===== src/rtl/sigloss_pkg.sv =====
package sigloss_pkg;

  typedef enum logic {
    SIG_OK   = 1'b0,
    SIG_LOST = 1'b1
  } sig_state_e;

endpackage


===== src/rtl/sigloss_rst_sync.sv =====
module sigloss_rst_sync (
  input  logic clk,
  input  logic rst_n,
  output logic rst_s_n
);

  logic [1:0] sync_q;

  always_ff @(posedge clk or negedge rst_n) begin
    if (!rst_n) sync_q <= 2'b00;
    else        sync_q <= {sync_q[0], 1'b1};
  end

  assign rst_s_n = sync_q[1];

endmodule


===== src/rtl/sigloss_zero_run.sv =====
module sigloss_zero_run #(
  parameter int unsigned WORD_W    = 8,
  parameter int unsigned RUN_LIMIT = 128
) (
  input  logic              clk,
  input  logic              rst_n,
  input  logic              en,
  input  logic [WORD_W-1:0] word_i,
  output logic              hit_o
);

  localparam int unsigned RUN_W = $clog2(RUN_LIMIT + 1);
  localparam int unsigned EXT_W = $clog2(RUN_LIMIT + WORD_W + 1);
  localparam int unsigned POS_W = $clog2(WORD_W + 1);

  logic [RUN_W-1:0] run_q, run_d;
  logic [POS_W-1:0] lsb_zeros, msb_zeros;
  logic [EXT_W-1:0] lead_sum;

  // zeros before the first one (line order) and after the last one
  always_comb begin
    lsb_zeros = POS_W'(WORD_W);
    msb_zeros = POS_W'(WORD_W);
    for (int i = int'(WORD_W) - 1; i >= 0; i--) begin
      if (word_i[i]) lsb_zeros = POS_W'(i);
    end
    for (int i = 0; i < int'(WORD_W); i++) begin
      if (word_i[i]) msb_zeros = POS_W'(int'(WORD_W) - 1 - i);
    end
  end

  always_comb begin
    lead_sum = EXT_W'(run_q) + EXT_W'(lsb_zeros);
    hit_o    = (lead_sum >= EXT_W'(RUN_LIMIT));
    run_d    = run_q;
    if (en) begin
      if (word_i == '0) begin
        if (lead_sum >= EXT_W'(RUN_LIMIT)) run_d = RUN_W'(RUN_LIMIT);
        else                               run_d = RUN_W'(lead_sum);
      end else begin
        run_d = RUN_W'(msb_zeros);
      end
    end
  end

  always_ff @(posedge clk or negedge rst_n) begin
    if (!rst_n) run_q <= '0;
    else        run_q <= run_d;
  end


  run_sat_chk: assert property (@(posedge clk) disable iff (!rst_n)
    run_q <= RUN_W'(RUN_LIMIT));


  run_restart_chk: assert property (@(posedge clk) disable iff (!rst_n)
    (en && word_i != '0) |=> (run_q < RUN_W'(WORD_W)));


  run_hold_chk: assert property (@(posedge clk) disable iff (!rst_n)
    !en |=> $stable(run_q));

endmodule


===== src/rtl/sigloss_trans_window.sv =====
module sigloss_trans_window #(
  parameter int unsigned WORD_W   = 8,
  parameter int unsigned WIN_BITS = 128,
  parameter int unsigned SUM_W    = $clog2(WIN_BITS + 1)
) (
  input  logic              clk,
  input  logic              rst_n,
  input  logic              en,
  input  logic [WORD_W-1:0] word_i,
  output logic [SUM_W-1:0]  sum_nxt_o
);

  localparam int unsigned WIN_WORDS = WIN_BITS / WORD_W;
  localparam int unsigned CNT_W     = $clog2(WORD_W + 1);

  logic              last_q, last_d;
  logic [WORD_W-1:0] flips;
  logic [CNT_W-1:0]  new_cnt;
  logic [SUM_W-1:0]  sum_q, sum_d;
  logic [CNT_W-1:0]  hist_q [WIN_WORDS];

  always_comb begin
    flips   = word_i ^ {word_i[WORD_W-2:0], last_q};
    new_cnt = '0;
    for (int i = 0; i < int'(WORD_W); i++) begin
      new_cnt = new_cnt + CNT_W'(flips[i]);
    end
    sum_nxt_o = sum_q + SUM_W'(new_cnt) - SUM_W'(hist_q[WIN_WORDS-1]);
    sum_d     = en ? sum_nxt_o : sum_q;
    last_d    = en ? word_i[WORD_W-1] : last_q;
  end

  always_ff @(posedge clk or negedge rst_n) begin
    if (!rst_n) begin
      sum_q  <= '0;
      last_q <= 1'b0;
    end else begin
      sum_q  <= sum_d;
      last_q <= last_d;
    end
  end

  for (genvar g = 0; g < int'(WIN_WORDS); g++) begin : g_hist
    logic [CNT_W-1:0] stage_in;
    if (g == 0) begin : g_head
      assign stage_in = new_cnt;
    end else begin : g_body
      assign stage_in = hist_q[g-1];
    end
    always_ff @(posedge clk or negedge rst_n) begin
      if (!rst_n)  hist_q[g] <= '0;
      else if (en) hist_q[g] <= stage_in;
    end
  end


  win_bound_chk: assert property (@(posedge clk) disable iff (!rst_n)
    sum_q <= SUM_W'(WIN_BITS));


  win_hold_chk: assert property (@(posedge clk) disable iff (!rst_n)
    !en |=> ($stable(sum_q) && $stable(last_q)));

endmodule


===== src/rtl/sigloss_guard.sv =====
module sigloss_guard
  import sigloss_pkg::*;
#(
  parameter int unsigned WORD_W    = 8,
  parameter int unsigned RUN_LIMIT = 128,
  parameter int unsigned WIN_BITS  = 128,
  parameter int unsigned CLR_TRANS = 16
) (
  input  logic              clk,
  input  logic              rst_n,
  input  logic              rx_valid_i,
  input  logic [WORD_W-1:0] rx_data_i,
  input  logic              mon_dis_i,
  input  logic              sig_det_n_i,
  output logic [WORD_W-1:0] rx_data_o,
  output logic              los_o
);

  localparam int unsigned SUM_W = $clog2(WIN_BITS + 1);

  logic              rst_s_n;
  logic              run_hit;
  logic [SUM_W-1:0]  win_sum;
  sig_state_e        state_q, state_d;
  logic [WORD_W-1:0] data_q, data_d;

  sigloss_rst_sync u_rst_sync (
    .clk     (clk),
    .rst_n   (rst_n),
    .rst_s_n (rst_s_n)
  );

  sigloss_zero_run #(
    .WORD_W    (WORD_W),
    .RUN_LIMIT (RUN_LIMIT)
  ) u_zero_run (
    .clk    (clk),
    .rst_n  (rst_s_n),
    .en     (rx_valid_i),
    .word_i (rx_data_i),
    .hit_o  (run_hit)
  );

  sigloss_trans_window #(
    .WORD_W   (WORD_W),
    .WIN_BITS (WIN_BITS),
    .SUM_W    (SUM_W)
  ) u_window (
    .clk       (clk),
    .rst_n     (rst_s_n),
    .en        (rx_valid_i),
    .word_i    (rx_data_i),
    .sum_nxt_o (win_sum)
  );

  // loss state: declare on zero run, clear on window activity
  always_comb begin
    state_d = state_q;
    if (mon_dis_i) begin
      state_d = SIG_OK;
    end else if (rx_valid_i) begin
      if (state_q == SIG_LOST) begin
        if (win_sum >= SUM_W'(CLR_TRANS)) state_d = SIG_OK;
      end else if (run_hit) begin
        state_d = SIG_LOST;
      end
    end
  end

  // data path: external force, then internal mute, else pass
  always_comb begin
    data_d = data_q;
    if (!sig_det_n_i)                 data_d = '0;
    else if (rx_valid_i) begin
      if (state_d == SIG_LOST)        data_d = '0;
      else                            data_d = rx_data_i;
    end
  end

  always_ff @(posedge clk or negedge rst_s_n) begin
    if (!rst_s_n) begin
      state_q <= SIG_LOST;
      data_q  <= '0;
    end else begin
      state_q <= state_d;
      data_q  <= data_d;
    end
  end

  assign los_o     = (state_q == SIG_LOST);
  assign rx_data_o = data_q;


  los_mute_chk: assert property (@(posedge clk) disable iff (!rst_s_n)
    los_o |-> (rx_data_o == '0));


  dis_flag_chk: assert property (@(posedge clk) disable iff (!rst_s_n)
    mon_dis_i |=> !los_o);


  dis_pass_chk: assert property (@(posedge clk) disable iff (!rst_s_n)
    (mon_dis_i && rx_valid_i && sig_det_n_i) |=> (rx_data_o == $past(rx_data_i)));


  ext_force_chk: assert property (@(posedge clk) disable iff (!rst_s_n)
    !sig_det_n_i |=> (rx_data_o == '0));


  idle_hold_chk: assert property (@(posedge clk) disable iff (!rst_s_n)
    (!rx_valid_i && sig_det_n_i && !mon_dis_i) |=> ($stable(rx_data_o) && $stable(los_o)));

endmodule


===== config.mk =====
export PLATFORM = sky130hd
export DESIGN_NAME = sigloss_guard
export DESIGN_NICKNAME = d
export VERILOG_FILES = /design/src/rtl/sigloss_pkg.sv /design/src/rtl/sigloss_rst_sync.sv /design/src/rtl/sigloss_zero_run.sv /design/src/rtl/sigloss_trans_window.sv /design/src/rtl/sigloss_guard.sv
export SDC_FILE = /design/constraint.sdc
export NUM_CORES = 1
export LEC_CHECK = 0
export BUFFER_PORTS_ARGS = -buffer_cell sky130_fd_sc_hd__buf_2
export CORE_UTILIZATION = 40
export DETAILED_ROUTE_END_ITERATION = 8
export PLACE_DENSITY = 0.62
export REMOVE_ABC_BUFFERS = 1
export SLEW_MARGIN = 5
export SYNTH_ARGS = -nofsm -noshare
export SYNTH_HDL_FRONTEND = slang
export SYNTH_SLANG_ARGS = --single-unit

===== constraint.sdc =====
create_clock -name clk -period 4.6 [get_ports clk]
set_input_delay 0 -clock clk [delete_from_list [all_inputs] [get_ports clk]]
set_output_delay 0 -clock clk [all_outputs]
set_load 0.01 [all_outputs]

; ---- Word-level counts from Yosys, hierarchy flattened
; Cells that the tools add are included.
[totals]
ff_bits = 92
latch_bits = 0
ram_bits = 0
rom_bits = 0
in_bits = 13
output_inout_bits = 9
wordCells = 63
mem_count = 0
[op_classes]
addsub = 10
mul = 0
n_div = 0
magnitude_cmp = 2
n_eq_ne = 1
n_shift = 0
mux = 26
bitwise_logic = 1
n_reduce_logical = 1
[ops]
columns = operator, n
row1 = 2-to-1 mux 4 bit, 16
row2 = 2-to-1 mux 8 bit, 5
row3 = adder 4 x 1 -> 4 bit, 6
row4 = adder 8 x 4 -> 8 bit, 2
row5 = >= comparator 8 x 5 -> 1 bit (second input constant), 1
row6 = >= comparator 8 bit (second input constant), 1
row7 = logical NOT 8 bit, 1
row8 = subtractor 8 x 4 -> 8 bit, 1
row9 = bitwise XOR 8 bit, 1
row10 = 2-to-1 mux 1 bit, 5
row11 = adder 1 x 1 -> 2 bit, 1
row12 = != test 2 bit (second input constant), 1

; ---- Depth between registers and ports, before layout
; Gate-level depths: netlist of run 1.
[logic_depth]
depth_word = 18
ltp_mapped = 18
depth_no_buf = 18

; ---- By module
; A second synthesis of run 1 with hierarchy kept.
[hier_totals]
hier_cells = 363
hier_area_um2 = 4554.4
[modules_own_cells]
columns = module, instances, cells_each, area_each_um2, seq_area_each_um2
row1 = sigloss_trans_window, 1, 253, 3430.8, 1826.8
row2 = sigloss_zero_run, 1, 80, 695.7, 200.2
row3 = sigloss_guard, 1, 27, 374.1, 226.5
row4 = sigloss_rst_sync, 1, 3, 53.8, 50.0

; ---- Worst setup path before layout of run 1
; OpenSTA, ideal clock, no wires.
[synth_path]
path_kind = register to register
start = register u_window.last_q
end = register data_q[0] (netlist: rx_data_o[0])
setup_ns = 0.134
arrival_time_ns = 5.066
required_time_ns = 4.466
path_slack_ns = -0.600
path_stages_with_launch = 18
path_buffers = 0
synth_period_minus_slack_ns = 5.200
path_cell_list = dfrtp_1 xor2_1 ha_1 fa_1 inv_1 fa_1 fa_1 fa_1 inv_1 fa_1 inv_1 fa_1 nand2b_1 a221oi_1 a21oi_1 o41a_1 a211oi_4 o21ai_1
[synth_between]
elab_chain_len = 18
[synth_rtl]
columns = element, line
row1 = from (decl), sigloss_trans_window.sv:16  ; logic last_q, last_d;
row2 = from (signal assigned), sigloss_trans_window.sv:39  ; last_q <= last_d;
row3 = bitwise XOR 8 bit, sigloss_trans_window.sv:23  ; flips = word_i ^ {word_i[WORD_W-2:0], last_q};
row4 = adder 1 x 1 -> 2 bit, sigloss_trans_window.sv:26  ; new_cnt = new_cnt + CNT_W'(flips[i]);
row5 = adder 4 x 1 -> 4 bit (6 in a row), sigloss_trans_window.sv:26
row6 = named net u_window.g_hist[0].stage_in[1], sigloss_trans_window.sv:44  ; logic [CNT_W-1:0] stage_in;
row7 = adder 8 x 4 -> 8 bit, sigloss_trans_window.sv:28  ; sum_nxt_o = sum_q + SUM_W'(new_cnt) - SUM_W'(hist_q[WIN_WORDS-1]);
row8 = subtractor 8 x 4 -> 8 bit, sigloss_trans_window.sv:28
row9 = >= comparator 8 x 5 -> 1 bit, sigloss_guard.sv:63  ; if (win_sum >= SUM_W'(CLR_TRANS)) state_d = SIG_OK;
row10 = 2-to-1 mux 1 bit, sigloss_guard.sv:63
row11 = 2-to-1 mux 1 bit, sigloss_guard.sv:62  ; if (state_q == SIG_LOST) begin
row12 = 2-to-1 mux 1 bit, sigloss_guard.sv:61  ; end else if (rx_valid_i) begin
row13 = 2-to-1 mux 1 bit, sigloss_guard.sv:59  ; if (mon_dis_i) begin
row14 = named net state_d, sigloss_guard.sv:24  ; sig_state_e state_q, state_d;
row15 = 2-to-1 mux 8 bit, sigloss_guard.sv:75  ; if (state_d == SIG_LOST) data_d = '0;
row16 = 2-to-1 mux 8 bit, sigloss_guard.sv:74  ; else if (rx_valid_i) begin
row17 = 2-to-1 mux 8 bit, sigloss_guard.sv:73  ; if (!sig_det_n_i) data_d = '0;
row18 = to (signal assigned), sigloss_guard.sv:86  ; data_q <= data_d;
row19 = to (decl), sigloss_guard.sv:25  ; logic [WORD_W-1:0] data_q, data_d;
; The timed path passes the listed nets, and every way through them passes these cells. The select of a mux whose other input is x is not followed.
; A chain may end at the register's enable or synchronous reset.

; ---- Worst setup path after layout of run 1
[layout_path]
start = register u_window.last_q
end = register data_q[7] (netlist: rx_data_o[7])
; The elaborated chain is that of the path after synthesis.

==> results of run 1 <==
-- worst paths after layout --
| check | slack [ns] | to |
|---|---|---|
| setup reg to reg | -0.53 | rx_data_o[7] |
| min in group asynchronous | 0.25 | u_window.g_hist[12].stage_in[0] |
| hold / removal | 0.04 | rx_data_o[1] |
| max in group asynchronous | 3.23 | u_window.g_hist[15].stage_in[1] |
| hold reg to reg | 0.25 | u_window.g_hist[12].stage_in[0] |
| setup / recovery | -0.53 | rx_data_o[7] |
-- per-stage QoR --
stage | instances | total power [mW]
2_1_floorplan | 384 | 2.36
6_report | 596 | 3.97
3_5_place_dp | 571 | 2.90
5_1_grt | 596 | 4.31
4_1_cts | 593 | 3.81
3_3_place_gp | 571 | 2.83
-- power by group --
part | switching (mW) | total (mW) | internal (mW)
clock network | 0.317 | 0.744 | 0.427
registers | 0.139 | 1.24 | 1.10
logic | 0.934 | 1.99 | 1.06
-- kinds of logic after synthesis --
kind of cell / after synthesis
AND/OR/NAND/NOR: 76
adder cells (fa/ha/maj): 32
XOR/XNOR: 15
multiplexers: 64
AO/OA/AOI/OAI: 67
flip-flops: 92
other: 1
buffers and inverters: 51
-- cell type report --
type	instances	area [µm²]	share of cell area
Clock buffer	10	229	0.0417
Clock inverter	6	71.3	0.0130
Inverter	37	139	0.0253
Multi-Input combinational cell	255	2180	0.397
Sequential cell	92	2310	0.420
Tap cell	140	175	0.0319
Timing Repair Buffer	56	388	0.0707
-- routing by layer --
layer  GRT usage  share of wire
met4      0.0686          0.018
met3      0.0353          0.037
met5           0              0
met2       0.249           0.47
met1       0.214           0.48
-- flip-flops by register name, summed over array words and instances (netlist names) --
register / count
rx_data_o: 8
u_zero_run.run_q: 8
u_window.last_q: 1
u_window.g_hist.stage_in: 60
u_window.sum_q: 8
los_o: 1
u_window.hist_q: 4
u_rst_sync.sync_q: 2
-- critical path: stages, from the launching register on --
cell and delay, ns:
dfrtp_1 0.38, xor2_1 0.14, ha_1 0.29, fa_1 0.53
inv_1 0.05, fa_1 0.46, fa_2 0.36, fa_1 0.50
inv_2 0.04, fa_1 0.47, ha_1 0.33, a211oi_2 0.26
or4_1 0.15, o211ai_1 0.10, o41a_1 0.46, a211oi_4 0.24
buf_6 0.16, o21ai_1 0.07
-- what timing repair did --
item,CTS,global route
gates cloned,1,0
endpoints found under the hold margin,4,0
hold buffers,4,0
buffers inserted,1,3
pin swaps,8,3
gates resized for setup,15,8
endpoints found under the setup margin,14,14
-- synthesized netlist by cell type, types with 2 or more instances --
master,number
ha_1,23
inv_1,37
mux2_2,63
a21oi_1,10
fa_1,9
a221oi_1,2
o211ai_1,3
xnor2_1,11
o21ai_1,10
or2_2,2
a21o_1,4
buf_1,2
o31ai_1,4
dfrtp_1,91
clkbuf_1,11
nand4_1,3
xor2_1,4
nor2b_1,4
a211oi_1,4
o221ai_1,2
o21a_1,2
nand2_1,35
o21ai_0,21
and3_1,3
nor3_1,2
nor2_1,18
==> flow_summary.ini, run 1 <==
[place]
placement.cell_area_mm2 = 0.00502
hpwl_mm = 5.67
post-place-ws_ns = -0.785
gp_congestion = 0.851
io_buffers = 21

[route]
route.detailed.drc = 0
drt_wl_total_mm = 8.31
wl_per_cell_um = 13.9
viasPerCell = 4.97
drtIter0Drc = 129
dr.pass1.iters = 4
antenna_left = 0
vias = 2965

[logic_synthesis]
synth_edf_count = 0
netlist_area_mm2 = 0.00460
synth-simple-area-share = 0.0757
synth_compound_area_frac = 0.0931
synth_warnings = 0
syn_inst = 398
synth.top_cells.by_area = dfrtp_1, mux2_2, ha_1
synth_largest_area_cell = dfrtp_1
synth_mux_area_frac = 0.157
synth.distinct_cells = 44
synth_top_area_share = 0.495
synthAdderAreaFrac = 0.102
ys_async_sr_fraction = 1.00
ys_ff_latch = 92
syn_avg_cell_area_um2 = 11.6
synth_top_family_by_area = multiplexers
yosysSeqAreaShare = 0.501
ys.flop_type = dfrtp_1
synth_xor_area_frac = 0.0286

[sta]
tightest_slew_ns = 0.789
final_hold_viol_count = 0
max_freq_mhz = 195
rsz0062_at_grt = yes
timing.hold.ws_ns = 0.0362
timing.final.ws_setup_ns = -0.535
min_period_ns = 5.13
final-setup-viol-count = 10
fin_crit_sh = 1.12
slew_headroom = 0.474
skew_ns = 0.00744
finalMaxSlewViolations = 0
fin_setup_tns_ns = -4.77

[clock_tree]
cts_buffers = 9
clock-sinks = 92
clockBufferDepth = 2
root_buffer = clkbuf_16
clk_latency_ns = 0.34
clkTransAtPathRegs_ns = 0.07
cts-htree-levels = 3
tritoncts = done

[final_layout]
final_common_cell = dfrtp_1
final_nets = 496
area_growth_pct = 19.4
fin_area_mm2 = 0.00549
diodes = 0
drive_gt1_frac = 0.336
final_core_util = 0.498
final_cell_mix = dfrtp_1, mux2_2, inv_1, nand2_1, buf_4
n_fill_cell = 959

[setup_path]
arrival_ns = 5.36
r2r_cells = 17
cp-start-kind = flop
path_max_fanout = 5
startpoint = u_window.last_q
required_ns = 4.82
worstSetupEndpointType = flop
path_class = flop to flop
rr_startpoint = u_window.last_q

[status]
status = complete, but fails checks
violations = negative setup slack

[global_routing]
grt-ovfl-total = 0
first_global_vias = 3114
grt_pass1_wl_mm = 14.8
grt_use_total = 0.160
grt_max_degree = 69
antenna_found_initial = 0

[die]
dieWidth_um = 109
row_count = 38
initial_core_util = 0.417
dieArea_mm2 = 0.0119
coreArea_mm2 = 0.0110
die_h_um = 109
io_pins = 22

[worst_hold_path]
hp-class = input pin to flop
min_from = rx_data_i[1]
hold_depth = 4

[flow_run]
cap_violations = 0

[power_and_ir_drop]
peakVddDrop_v = 0.000307
power.leakage_nw = 2.57
p_per_area_mw_per_mm2 = 724
No activity file was read; power rests on OpenSTA's default activity.
==> run 2: changes to the inputs <==
--- a/config.mk
+++ b/config.mk
@@ -8,8 +8,8 @@
 export BUFFER_PORTS_ARGS = -buffer_cell sky130_fd_sc_hd__buf_2
 export CORE_UTILIZATION = 40
 export DETAILED_ROUTE_END_ITERATION = 8
+export MAX_ROUTING_LAYER = met4
 export PLACE_DENSITY = 0.62
-export REMOVE_ABC_BUFFERS = 1
 export SLEW_MARGIN = 5
 export SYNTH_ARGS = -nofsm -noshare
 export SYNTH_HDL_FRONTEND = slang
==> flow_summary.ini, run 2 (same netlist as run 1, synthesis figures left out) <==
[power_and_ir_drop]
peakVddDrop_v = 0.000301
p_per_area_mw_per_mm2 = 734
power.total_mw = 4.01
power.leakage_nw = 2.55

[route]
viasPerCell = 4.99
drt_wl_total_mm = 8.18
drtIter0Drc = 161
antenna_left = 0
dr.pass1.iters = 4
wl_per_cell_um = 13.8
vias = 2948
route.detailed.drc = 0

[die]
initial_core_util = 0.417
die_h_um = 109
dieArea_mm2 = 0.0119
io_pins = 22
coreArea_mm2 = 0.0110
dieWidth_um = 109
row_count = 38

[worst_hold_path]
hp-class = input pin to flop
hold_end = rx_data_o[1]
min_from = rx_data_i[1]
hold_depth = 4

[setup_path]
crit_path_max_incr_delay_ns = 0.54
crit_top_cell = fa_1
r2r_end = rx_data_o[4]
crit_slowest_cell = fa_1
cp-start-kind = flop
worstSetupEndpointType = flop
path_buf_inv = 3
path_max_fanout = 5
path_cells = xor2_1, ha_1, fa_1, inv_1, fa_1, fa_2, fa_1, xnor2_2, fa_1, ha_4, buf_4, o21ai_2, or4_1, o211ai_1, o41a_1, a211oi_4, buf_6, o21ai_1
r2r_cells = 18
cpLargestDelayFamily = adder cells
arrival_ns = 5.41
path_class = flop to flop
rr_startpoint = u_window.last_q
r2r_setup_slack_ns = -0.59
required_ns = 4.82

[clock_tree]
clkTransAtPathRegs_ns = 0.06
cts-htree-levels = 3
clockBufferDepth = 2
clk_latency_ns = 0.34
root_buffer = clkbuf_16
cts_buffers = 9
clock-sinks = 92
tritoncts = done

[flow_run]
cap_violations = 0

[place]
hpwl_mm = 5.38
io_buffers = 21
placement.cell_area_mm2 = 0.00500
post-place-ws_ns = -0.629
gp_congestion = 0.795
place_inst = 566

[sta]
timing.hold.ws_ns = 0.0576
tightest_slew_ns = 1.12
final_hold_viol_count = 0
min_period_ns = 5.19
rsz0062_at_grt = yes
fin_crit_sh = 1.13
skew_ns = 0.00380
final-setup-viol-count = 12
slew_headroom = 0.255
finalMaxSlewViolations = 0
max_freq_mhz = 193
fin_setup_tns_ns = -5.50
timing.final.ws_setup_ns = -0.588

[final_layout]
fin_area_mm2 = 0.00547
layout.cells.non_filler = 591
final_core_util = 0.496
final_common_cell = dfrtp_1
final_cell_mix = dfrtp_1, mux2_2, inv_1
drive_gt1_frac = 0.324
final_nets = 491
largest_register_ffs = 60
area_growth_pct = 18.9
diodes = 0

[global_routing]
grt-ovfl-total = 0
grt_max_degree = 91
antenna_found_initial = 0
grt_use_total = 0.162
grt_pass1_wl_mm = 14.4
first_global_vias = 3107

[status]
status = complete, but fails checks
violations = negative setup slack

[logic_synthesis]
synth_nets = 443
run 2: tightest hold or removal path, cell delays in order:
cell and delay, ns:
buf_2 0.11, buf_4 0.14, nand2_1 0.05, o21ai_1 0.06
run 2: repair_timing:
action,CTS,global route
gates resized for setup,15,3
setup endpoints to repair,13,14
pin swaps,5,7
cloned,1,0
buffers inserted,1,2
endpoints found under the hold margin,5,0
hold buffers,5,0
run 2: final cells by class:
cell class,instances,area [µm²]
timing repair buffer,51,353
clock buffer,12,256
tap,140,175
sequential,92,2310
fill,996,5560
clock inverter,4,55.1
inverter,37,139
multi-input combinational,255,2180
run 2: routing by layer:
| metal | track usage | wire length, µm |
|---|---|---|
| met1 | 0.195 | 3810 |
| met2 | 0.266 | 3960 |
| met3 | 0.0371 | 260 |
| met4 | 0.0610 | 154 |
| met5 | - | 0 |
run 2: worst max path at each step:
stage / depth (start not counted) / startpoint / endpoint
after floorplan: 17 / u_window.last_q / rx_data_o[0]
after global placement: 18 / u_window.last_q / rx_data_o[1]
after detailed placement: 18 / u_window.last_q / rx_data_o[4]
after CTS: 17 / u_window.last_q / rx_data_o[4]
after global routing: 18 / u_window.last_q / rx_data_o[4]
final: 18 / u_window.last_q / rx_data_o[4]
run 2: power by group:
part           leakage, nW  internal (mW)  switching, mW
logic                 1.25           1.08          0.926
clock network        0.149          0.454          0.307
registers             1.15           1.10          0.146
total                 2.55           2.63           1.38
